`src/rtl/mdrop_uart_rx.sv`:
```
module mdrop_uart_rx #(
  parameter int OSR  = 16,
  parameter int HALF = OSR / 2
) (
  input  logic       clk,
  input  logic       rst_n,
  input  logic       rx_in,
  input  logic       os_tick,
  input  logic [3:0] char_bits,
  input  logic       filter_en,
  input  logic       rd_strobe,
  output logic [7:0] rx_data,
  output logic       rx_type,
  output logic       rx_valid,
  output logic       rx_ferr,
  output logic       rx_ovr
);
  localparam int CW = $clog2(OSR);

  typedef enum logic [1:0] {S_IDLE, S_START, S_SHIFT} st_t;

  st_t         st;
  logic [1:0]  sync;
  logic        rxs_d;
  logic [CW-1:0] cnt;
  logic [3:0]  idx;
  logic [9:0]  sh;

  wire       rxs      = sync[1];
  wire [3:0] nb       = (char_bits < 4'd5) ? 4'd5 : (char_bits > 4'd9) ? 4'd9 : char_bits;
  wire       nine     = (nb == 4'd9);
  wire [3:0] last_idx = nine ? 4'd9 : nb + 4'd1;
  wire [3:0] type_idx = nine ? 4'd8 : nb;
  wire [7:0] mask     = nine ? 8'hFF : (8'hFF >> (4'd8 - nb));
  wire       bit_end  = (st == S_SHIFT) && os_tick && (cnt == CW'(OSR - 1));
  wire       done     = bit_end && (idx == last_idx);
  wire       type_bit = sh[type_idx];
  wire       accept   = !filter_en || type_bit;
  wire       full     = rx_valid && !rd_strobe;

  always_ff @(posedge clk or negedge rst_n) begin
    if (!rst_n) begin
      sync  <= 2'b11;
      rxs_d <= 1'b1;
    end else begin
      sync  <= {sync[0], rx_in};
      rxs_d <= rxs;
    end
  end

  always_ff @(posedge clk or negedge rst_n) begin
    if (!rst_n) begin
      st  <= S_IDLE;
      cnt <= '0;
      idx <= '0;
      sh  <= '0;
    end else begin
      case (st)
        S_IDLE:
          if (rxs_d && !rxs) begin
            st  <= S_START;
            cnt <= '0;
          end
        S_START:
          if (os_tick) begin
            if (cnt == CW'(HALF - 1)) begin
              st  <= rxs ? S_IDLE : S_SHIFT;
              cnt <= '0;
              idx <= '0;
            end else begin
              cnt <= cnt + 1'b1;
            end
          end
        S_SHIFT:
          if (os_tick) begin
            if (bit_end) begin
              cnt     <= '0;
              sh[idx] <= rxs;
              if (idx == last_idx) st <= S_IDLE;
              else idx <= idx + 1'b1;
            end else begin
              cnt <= cnt + 1'b1;
            end
          end
        default: st <= S_IDLE;
      endcase
    end
  end

  always_ff @(posedge clk or negedge rst_n) begin
    if (!rst_n) begin
      rx_data  <= '0;
      rx_type  <= 1'b0;
      rx_valid <= 1'b0;
      rx_ferr  <= 1'b0;
      rx_ovr   <= 1'b0;
    end else begin
      if (rd_strobe) begin
        rx_valid <= 1'b0;
        rx_ovr   <= 1'b0;
      end
      if (done && accept) begin
        if (full) begin
          rx_ovr <= 1'b1;
        end else begin
          rx_data  <= sh[7:0] & mask;
          rx_type  <= type_bit;
          rx_ferr  <= !rxs;
          rx_valid <= 1'b1;
        end
      end
    end
  end

  AST_START_LOW_AT_HALF: assert property (@(posedge clk) disable iff (!rst_n)
    (st == S_SHIFT && $past(st) == S_START) |-> !$past(rxs));
  AST_FILTER_DROP: assert property (@(posedge clk) disable iff (!rst_n)
    (done && filter_en && !type_bit && !rd_strobe) |=>
      ($stable(rx_valid) && $stable(rx_data) && $stable(rx_ovr)));
  AST_ADDR_STORED: assert property (@(posedge clk) disable iff (!rst_n)
    (done && type_bit && !full) |=> (rx_valid && rx_type));
  AST_OVR_KEEPS: assert property (@(posedge clk) disable iff (!rst_n)
    (done && accept && full) |=> (rx_ovr && $stable(rx_data)));
  AST_READ_CLEARS: assert property (@(posedge clk) disable iff (!rst_n)
    (rd_strobe && !done) |=> (!rx_valid && !rx_ovr));
  AST_OVR_NEEDS_VALID: assert property (@(posedge clk) disable iff (!rst_n)
    rx_ovr |-> rx_valid);
endmodule

```
`config.mk`:
```
export PLATFORM = sky130hd
export DESIGN_NAME = mdrop_uart_rx
export DESIGN_NICKNAME = d
export VERILOG_FILES = /design/src/rtl/mdrop_uart_rx.sv
export SDC_FILE = /design/constraint.sdc
export NUM_CORES = 1
export LEC_CHECK = 0
export ABC_AREA = 1
export ABC_CLOCK_PERIOD_IN_PS = 3150
export BUFFER_PORTS_ARGS = -buffer_cell sky130_fd_sc_hd__buf_4
export CAP_MARGIN = 20
export CORE_UTILIZATION = 30
export CTS_CLUSTER_SIZE = 25
export DETAILED_ROUTE_END_ITERATION = 8
export PLACE_DENSITY = 0.43
export SLEW_MARGIN = 20
export SYNTH_ARGS = -nofsm -noshare
export SYNTH_HDL_FRONTEND = slang
export SYNTH_SLANG_ARGS = --single-unit
```
`constraint.sdc`:
```
create_clock -name clk -period 3.15 [get_ports clk]
set_clock_uncertainty 0.15 [all_clocks]
set_input_delay 0.315 -clock clk [delete_from_list [all_inputs] [get_ports clk]]
set_output_delay 0.315 -clock clk [all_outputs]
set_load 0.05 [all_outputs]
```
==> results.md, run 1 <==
| Group | Metric | Reported |
|---|---|---|
| clocking | Number of buffers between clock root and the deepest sink | 2 |
| power | Switching portion of total power | 0.365 |
| drt | Drt first-iter violations | 60 |
| timing | Post-route minimum period | 2.20 ns |
| yosys | Post-Synthesis Net Count | 282 |
| final layout | Most frequent standard cell in the layout excluding fill and tap cells | nand2_1 |
| yosys | Avg Cell Area, Syn | 7.75 sq um |
| clocking | Clock slew seen by the registers of the worst setup and hold paths | 0.07 ns |
| power | Relative contribution of the clock network to total power | 0.286 |
| critical path | Critical path data arrival time | 2.23 ns |
| hold path | Worst hold path stage count | 4 |
| outcome | Violations in the final reports | DRC |
| drt | Via count | 1644 |
| place | Routability congestion estimate from global placement | 0.771 |
| clocking | CTS buffer count | 5 |
| critical path | Kind of capture point of the worst setup path | flip-flop |
| final layout | Area grow syn2layout | 16.2% |
| critical path | Crit path kind | flip-flop to flip-flop |
| critical path | Highest fanout seen on the critical path | 11 |
| critical path | Flop-to-flop setup slack | 0.95 ns |
| yosys | Flip-flop and latch count after synthesis | 34 |
| floorplan | Die boundary height | 83.9 microns |
| power | Power Density | 525 mW/mm^2 |
| drt | Mean routed wirelength per cell | 12.3 microns |
| timing | Highest Clock Rate | 454 MHz |
| grt | Congestion Overflow GR | 0 |
| clocking | TritonCTS clock tree | yes |
| hold path | Hold path start | rd_strobe |
| power | Share of power burned in combinational logic | 0.291 |
| power | Highest ir drop seen on vdd | 170 uV |
| yosys | Register area share after synthesis | 0.424 |
| final layout | Commonest cells after routing, fill and taps aside | nand2_1 (75), inv_1 (32), dfrtp_1 (31), nor2_1 (21), buf_4 (21) |
| clocking | Post_cts resized | 0 |
| timing | Aggregate negative setup slack | 0 ns |
| grt | Maximum number of pins on one net before global-route repair | 35 |
| drt | First-pass iteration count of the detailed router | 6 |
| timing | Final-report setup violation count | 0 |
| drt | Final wirelength | 4.44 mm |
| floorplan | Area of the die | 0.00705 sq mm |
| critical path | Register-to-Register Path Depth | 9 |
| floorplan | Die span in x | 83.9 microns |
| timing | Pins over their slew limit | 0 |
| power | Total power draw | 1.23 mW |
| grt | Number of antenna violations at the first check in global routing | 0 |
| drt | Number of routed nets with antenna violations | 0 |
| critical path | Critical path startpoint category | flip-flop |
| critical path | Data required time of the worst path | 3.18 ns |
| hold path | Endpoint, Worst Hold | rx_ovr |
| power | Switching power | 0.449 mW |
| floorplan | IO Pins | 22 |
| power | Static Leakage | 1.23 nW |
| final layout | Final #Nets | 304 |
| timing | Slew @ Worst Pin | 0.475 ns |
| drt | DR DRC count | 6 |
| final layout | Number of diodes added for antenna fixing | 0 |
| hold path | Worst min-delay path category | primary input to flip-flop |
| timing | Unrepaired setup endpoints after global routing | no |
| drt | Vias per cell | 4.57 |
| grt | Global-route wire length before repair | 7.81 mm |
| outcome | Status | finished with violations |
| yosys | Post-Syn Area | 0.00201 sq mm |
| clocking | Clock root buffer master | clkbuf_8 |
| power | Internal power | 0.779 mW |
| timing | Max_slew headroom | 0.683 |
| clocking | Sinks on the clock net | 34 |
| grt | Number of global-route vias before repair | 1628 |
| final layout | Share of cells above drive strength 1 | 0.152 |
| clocking | Htree depth | 2 |
| flow run | Count of max-cap constraint violations | 0 |
| clocking | Worst skew pair latency | 0.29 ns |
| power | Proportion of power drawn by flip-flops and latches | 0.423 |
| critical path | Worst flop-to-flop path endpoint | idx[0] |
| timing | Final worst-path cycle share | 0.699 |
| timing | Final hold viol count | 0 |
| critical path | Start of the worst register-to-register path | st[0] |
| grt | Total track usage | 0.143 |
| floorplan | Num rows | 29 |
| yosys | Synthesized instance count | 260 |
| place | Number of port buffers | 21 |
| yosys | Count of unique library cells instantiated by Yosys | 32 |
| floorplan | Total core area | 0.00642 sq mm |
| place | Detailed placer's ending HPWL | 3.37 mm |
| yosys | Number of warnings printed during yosys synthesis | 0 |
| floorplan | Initial cell density of the core | 0.314 |
==> worst max-delay path, cell delays in order (launching register included) <==
cell and delay, ns:
dfrtp_1 0.40, inv_1 0.09, ha_1 0.29, nand4_1 0.27, inv_1 0.32, o21ai_1 0.15, nor2_1 0.10, nand2_1 0.14
nand2_1 0.09, o21ai_0 0.08
==> cell type report <==
class,instances,area (sq um)
clock buffers,6,82.6
clock inverters,2,12.5
fillers,684,4080
inverters,34,128
multi-input cells,184,990
flip-flops and latches,34,855
well taps,77,96.3
repair buffers,23,178
==> how the worst max path moves through the flow <==
stage,from,to,slack (ns),cells after the start
detailed placement,char_bits[3],rx_data[0],0.69,15
global placement,char_bits[3],rx_data[4],0.68,15
floorplan,char_bits[2],rx_data[0],1.22,14
finish,st[0],idx[0],0.95,9
global route,st[0],idx[3],0.69,9
CTS,st[0],idx[0],0.91,9
==> per-layer routing <==
metal / up-vias / global-route usage / share of wire
met5: - / 0 / 0
met4: 0 / 0.0564 / 0.018
met3: 6 / 0.0356 / 0.038
met2: 27 / 0.229 / 0.44
met1: 737 / 0.185 / 0.50
li1: 874 / - / -
==> sequential cells by signal (all words and copies together), names as in the netlist <==
signal and flops:
cnt 4, idx 4, rx_data 8, rx_ferr 1
rx_ovr 1, rx_type 1, rx_valid 1, rxs_d 1
sh 9, st 2, sync 2
==> cell families after synthesis <==
logic type | after synthesis | share of synthesized area
AO/OA/AOI/OAI | 32 | 0.0925
adder cells (fa/ha/maj) | 12 | 0.0745
buffers and inverters | 42 | 0.0845
XOR/XNOR | 3 | 0.0130
flip-flops | 34 | 0.424
AND/OR/NAND/NOR | 137 | 0.311
==> timing repair <==
item                                   CTS  global route
endpoints found under the hold margin   32             0
setup buffers                            0             0
hold buffers                             2             0
==> Yosys cell counts (all sizes together) <==
master,n,area (sq um)
inv,33,124
o211ai,2,15.0
nand4,11,68.8
nor2,24,116
or2,2,12.5
nand2,79,312
a31oi,1,6.26
xor2,3,26.3
o21a,1,7.51
o21bai,1,11.3
o21ai,20,100
buf,5,31.3
ha,12,150
dfrtp,31,776
a21oi,3,15.0
dfstp,3,78.8
clkinv,1,3.75
nand3,21,118
a21boi,2,15.0
o2bb2ai,1,8.76
a22oi,1,7.51
clkbuf,3,11.3
==> power by group through the flow <==
stage,clock network (mW),logic (mW),registers [mW]
after global placement,0,0.365,0.529
after floorplan,0,0.272,0.517
final,0.351,0.357,0.520
after global routing,0.381,0.422,0.526
after CTS,0.363,0.362,0.520
after detailed placement,0,0.359,0.527
==> metrics by stage <==
step	cells	area, sq um	hold WS (ns)	utilization	setup WS (ns)
floorplan	260	2010	-0.131	-	1.22
global placement	350	2230	0.150	0.347	0.682
detailed placement	350	2230	0.153	0.347	0.690
CTS	360	2340	0.114	0.365	0.907
global route	360	2340	0.152	0.365	0.691
finish	360	2340	0.120	0.365	0.948
No activity file was read; power rests on OpenSTA's default activity.
==> run 2, diff against run 1 <==
ABC_AREA = 0   (was 1)
ABC_CLOCK_PERIOD_IN_PS = 1890   (was 3150)
PLACE_DENSITY = 0.45   (was 0.43)
clock period = 1.89 ns   (was 3.15 ns; I/O delays follow)
==> run 2 against run 1 <==
  * The run ends with setup timing left
  * Highest routed layer unchanged
  * Flip-flop and latch count is the same
  * Largest power group is now combinational cells
  * Register-to-register slack lost 1.1 ns
  * Sequential share of layout area shrank 9.3 points
  * Count of clock-buffer cells in the layout is the same
  * Utilization grew 9.5 points
  * Global-route usage grew 1.0 points
  * Largest cell class unchanged
  * Non-clock buffer count grew 65
  * Critical path type is now primary input to flip-flop
  * Via count grew 11%
  * Synthesized cell count shrank 18%
  * First-iteration DRC count shrank 37%
==> results.md, run 2 <==
| Group | Metric | Reported | vs previous |
|---|---|---|---|
| place | Detailed placer's ending HPWL | 3.84 mm | +14% |
| timing | Post-route minimum period | 2.37 ns |  |
| grt | Total track usage | 0.154 | +0.0105 |
| power | Switching portion of total power | 0.358 | -0.00795 |
| grt | Number of antenna violations at the first check in global routing | 0 | unchanged |
| place | Number of port buffers | 21 | unchanged |
| outcome | Status | finished with violations |  |
| critical path | Highest fanout seen on the critical path | 8 | -3 |
| final layout | Number of flip-flops under the largest register name | 9 | unchanged |
| clocking | Sinks on the clock net | 34 | unchanged |
| final layout | Share of cells above drive strength 1 | 0.497 | +0.345 |
| critical path | Register-to-Register Path Depth | 8 | -1 |
| power | Power Density | 895 mW/mm^2 | +71% |
| critical path | Combined buffer and inverter count along the critical path | 4 | +2 |
| critical path | Worst flop-to-flop path endpoint | cnt[3] |  |
| flow run | Count of max-cap constraint violations | 0 | unchanged |
| hold path | Worst hold path stage count | 0 | -4 |
| critical path | Start of the worst register-to-register path | st[0] |  |
| final layout | Number of diodes added for antenna fixing | 0 | unchanged |
| yosys | Post-Synthesis Net Count | 234 | -17% |
| yosys | Async S/R FF share, synth | 1.00 | unchanged |
| hold path | Hold path start | sync[0] |  |
| clocking | Htree depth | 2 | unchanged |
| outcome | Violations in the final reports | setup timing |  |
| yosys | Predominant post-synthesis flop cell | dfrtp_1 |  |
| critical path | CP Cell Sequence | buf_6 > nand3b_1 > inv_2 > a21oi_2 > or2_4 > inv_2 > ha_4 > or4b_4 > a32oi_2 > o21a_4 > nand4_4 > buf_12 > mux2_4 |  |
| critical path | Crit path kind | primary input to flip-flop |  |
| clocking | TritonCTS clock tree | yes |  |
| timing | Slew @ Worst Pin | 0.445 ns | -0.0294 ns |
| floorplan | Die boundary height | 86.3 microns | +2.8% |
| timing | Highest Clock Rate | 422 MHz |  |
| timing | Pins over their slew limit | 0 | unchanged |
| place | Pre-CTS setup slack | -0.852 ns | -1.54 ns |
| floorplan | Total core area | 0.00683 sq mm | +6.4% |
| clocking | CTS buffer count | 5 | unchanged |
| power | Relative contribution of the clock network to total power | 0.205 | -0.081 |
| critical path | Slowest stage delay, CP | 0.45 ns | +0.05 ns |
| critical path | Largest delay share family, worst path | simple AND/OR/NAND/NOR gates |  |
| place | Number of instances in the placed design | 369 | +5.4% |
| yosys | Most numerous cell types in the synthesized netlist | dfrtp_1 (31), nand2_1 (23), inv_1 (15) |  |
| clocking | Worst skew pair latency | 0.29 ns | about the same |
| drt | Via count | 1828 | +11% |
| timing | Unrepaired setup endpoints after global routing | yes |  |
| final layout | Final #Nets | 319 | +4.9% |
| power | Internal power | 1.81 mW | +130% |
| timing | Final worst-path cycle share | 1.25 |  |
| drt | Final wirelength | 5.38 mm | +21% |
| yosys | Number of warnings printed during yosys synthesis | 0 | unchanged |
| yosys | Avg Cell Area, Syn | 10.1 sq um | +30% |
| drt | First-pass iteration count of the detailed router | 4 | -2 |
| place | Cell Area, Placed | 0.00279 sq mm | +25% |
| yosys | Count of unique library cells instantiated by Yosys | 56 | +75% |
| final layout | Leading registers by flop count | sh (9), rx_data (8) |  |
| final layout | Area grow syn2layout | 47.4% |  |
| power | Static Leakage | 1.50 nW | +22% |
| grt | Congestion Overflow GR | 0 | unchanged |
| final layout | Commonest cells after routing, fill and taps aside | buf_4 (76), dfrtp_1 (30), nand2_1 (17), inv_1 (11) |  |
| yosys | Flip-flop and latch count after synthesis | 34 | unchanged |
| floorplan | Area of the die | 0.00744 sq mm | +5.6% |
| yosys | Synthesized instance count | 212 | -18% |
| critical path | Data required time of the worst path | 1.91 ns | -1.27 ns |
| critical path | Critical path data arrival time | 2.39 ns | +0.16 ns |
| yosys | Ranking of synthesized cells by area | dfrtp_1 (36%), ha_1 (7.0%), mux2_2 (4.8%) |  |
| critical path | Critical Path Most Common Cell | inv_2 |  |
| yosys | Dominant cell by count in the synthesized netlist | dfrtp_1 |  |
| floorplan | Die span in x | 86.3 microns | +2.8% |
| yosys | Register area share after synthesis | 0.401 | -0.0232 |
| grt | Number of global-route vias before repair | 1786 | +9.7% |
| power | Share of power burned in combinational logic | 0.486 | +0.195 |
| timing | Max_slew headroom | 0.703 | +0.0205 |
| final layout | Most frequent standard cell in the layout excluding fill and tap cells | buf_4 |  |
| clocking | Clock root buffer master | clkbuf_8 |  |
| drt | Drt first-iter violations | 38 | -37% |
| critical path | Critical Path Slowest Stage Cell | or4b_4 |  |
| clocking | Clock slew seen by the registers of the worst setup and hold paths | 0.07 ns | about the same |
| place | Routability congestion estimate from global placement | 0.755 | -2.0% |
| power | Proportion of power drawn by flip-flops and latches | 0.309 | -0.114 |
| power | Total power draw | 2.81 mW | +130% |
| final layout | Top reg by flops | sh |  |
| critical path | Critical path startpoint category | primary input |  |
| yosys | Share of the synthesized area in the top cell type | 0.364 | -0.0210 |
| critical path | Flop-to-flop setup slack | -0.15 ns | -1.10 ns |
| timing | Final hold viol count | 0 | unchanged |
| yosys | EDFF count, synth | 0 | unchanged |
| grt | Maximum number of pins on one net before global-route repair | 35 | unchanged |
| hold path | Endpoint, Worst Hold | sync[1] |  |
| final layout | Final core utilization | 0.460 | +0.0954 |
| yosys | Post-Syn Area | 0.00213 sq mm | +5.8% |
| drt | Mean routed wirelength per cell | 13.6 microns | +11% |
| drt | Vias per cell | 4.64 | +1.6% |
| floorplan | IO Pins | 22 | unchanged |
| floorplan | Initial cell density of the core | 0.312 | -0.00175 |
| yosys | Largest area contributor in the netlist | dfrtp_1 |  |
| floorplan | Num rows | 30 | +3.4% |
| drt | DR DRC count | 0 | -6 |
| hold path | Worst min-delay path category | flip-flop to flip-flop |  |
| final layout | Post-route non-filler standard cell count | 394 | +9.4% |
| power | Switching power | 1.00 mW | +120% |
| drt | Number of routed nets with antenna violations | 0 | unchanged |
| power | Highest ir drop seen on vdd | 584 uV | +240% |
| timing | Final-report setup violation count | 26 | +26 |
| critical path | Kind of capture point of the worst setup path | flip-flop |  |
| clocking | Number of buffers between clock root and the deepest sink | 2 | unchanged |
| timing | Worst Slack Setup Final | -0.479 ns | -1.43 ns |
| grt | Global-route wire length before repair | 8.74 mm | +12% |
| final layout | Layout Cell Area excl Fill | 0.00314 sq mm | +34% |
-- run 2: cell types whose count changed after synthesis, moves of 6 or more --
| cell | change |
|---|---|
| inv_1 | -17 |
| nand2_1 | -52 |
| nand2b_1 | +7 |
| nand3_1 | -15 |
| o21ai_1 | -12 |
| mux2i_1 | +6 |
| nand4_1 | -9 |
| mux2_2 | +9 |
| nor2_1 | -12 |
| mux2_4 | +6 |
-- run 2: cell families (layout without fill, tap and decap cells) --
logic type               count (synthesis)  in the layout  share of synthesized area
AO/OA/AOI/OAI                           49             49                      0.174
adder cells (fa/ha/maj)                 12             12                     0.0705
buffers and inverters                   25            111                     0.0534
flip-flops                              34             34                      0.401
multiplexers                            21             21                      0.118
AND/OR/NAND/NOR                         71             71                      0.183
-- run 2: worst max path at each step --
stage	slack, ns	depth (start not counted)	end	startpoint
2_1_floorplan	-0.84	13	rx_data[0]	char_bits[2]
3_3_place_gp	-0.82	13	rx_data[2]	char_bits[3]
3_5_place_dp	-0.85	13	rx_data[0]	char_bits[1]
4_1_cts	-0.45	13	rx_data[2]	char_bits[3]
5_1_grt	-0.56	13	rx_data[0]	char_bits[3]
6_report	-0.48	13	rx_data[2]	char_bits[3]
-- run 2: metrics by stage --
step	setup TNS (ns)	hold WS [ns]
after floorplan	-12.06	-0.257
after global placement	-13.71	0.0232
after detailed placement	-14.01	0.0243
after CTS	-7.34	0.209
after global routing	-9.69	0.211
final	-7.37	0.208
-- run 2: area by class of cell --
| type | instances | area, sq um |
|---|---|---|
| clock buffers | 6 | 82.6 |
| clock inverters | 2 | 12.5 |
| fillers | 681 | 3690 |
| inverters | 15 | 56.3 |
| multi-input cells | 153 | 1300 |
| flip-flops and latches | 34 | 856 |
| well taps | 96 | 120 |
| repair buffers | 88 | 711 |
-- run 2: repair_timing --
item / in CTS / in global routing
buffers inserted: 12 / 3
gates resized for setup: 15 / 21
hold endpoints to repair: 33 / 0
hold buffers: 3 / 0
pin swaps: 9 / 4
endpoints found under the setup margin: 29 / 29
-- run 2: routing by layer --
| metal | GRT usage | wire length [microns] | up-vias |
|---|---|---|---|
| met2 | 0.255 | 2530 | 19 |
| met5 | 0 | 0 | - |
| li1 | - | - | 930 |
| met3 | 0.0286 | 128 | 6 |
| met1 | 0.206 | 2660 | 873 |
| met4 | 0.0409 | 60 | 0 |
-- run 2: power groups by stage --
stage	Combinational (mW)	Sequential, mW	Clock [mW]
after floorplan	0.619	0.867	0
after global placement	1.12	0.874	0
after detailed placement	1.12	0.873	0
after CTS	1.29	0.863	0.600
after global routing	1.50	0.878	0.640
final	1.37	0.868	0.577
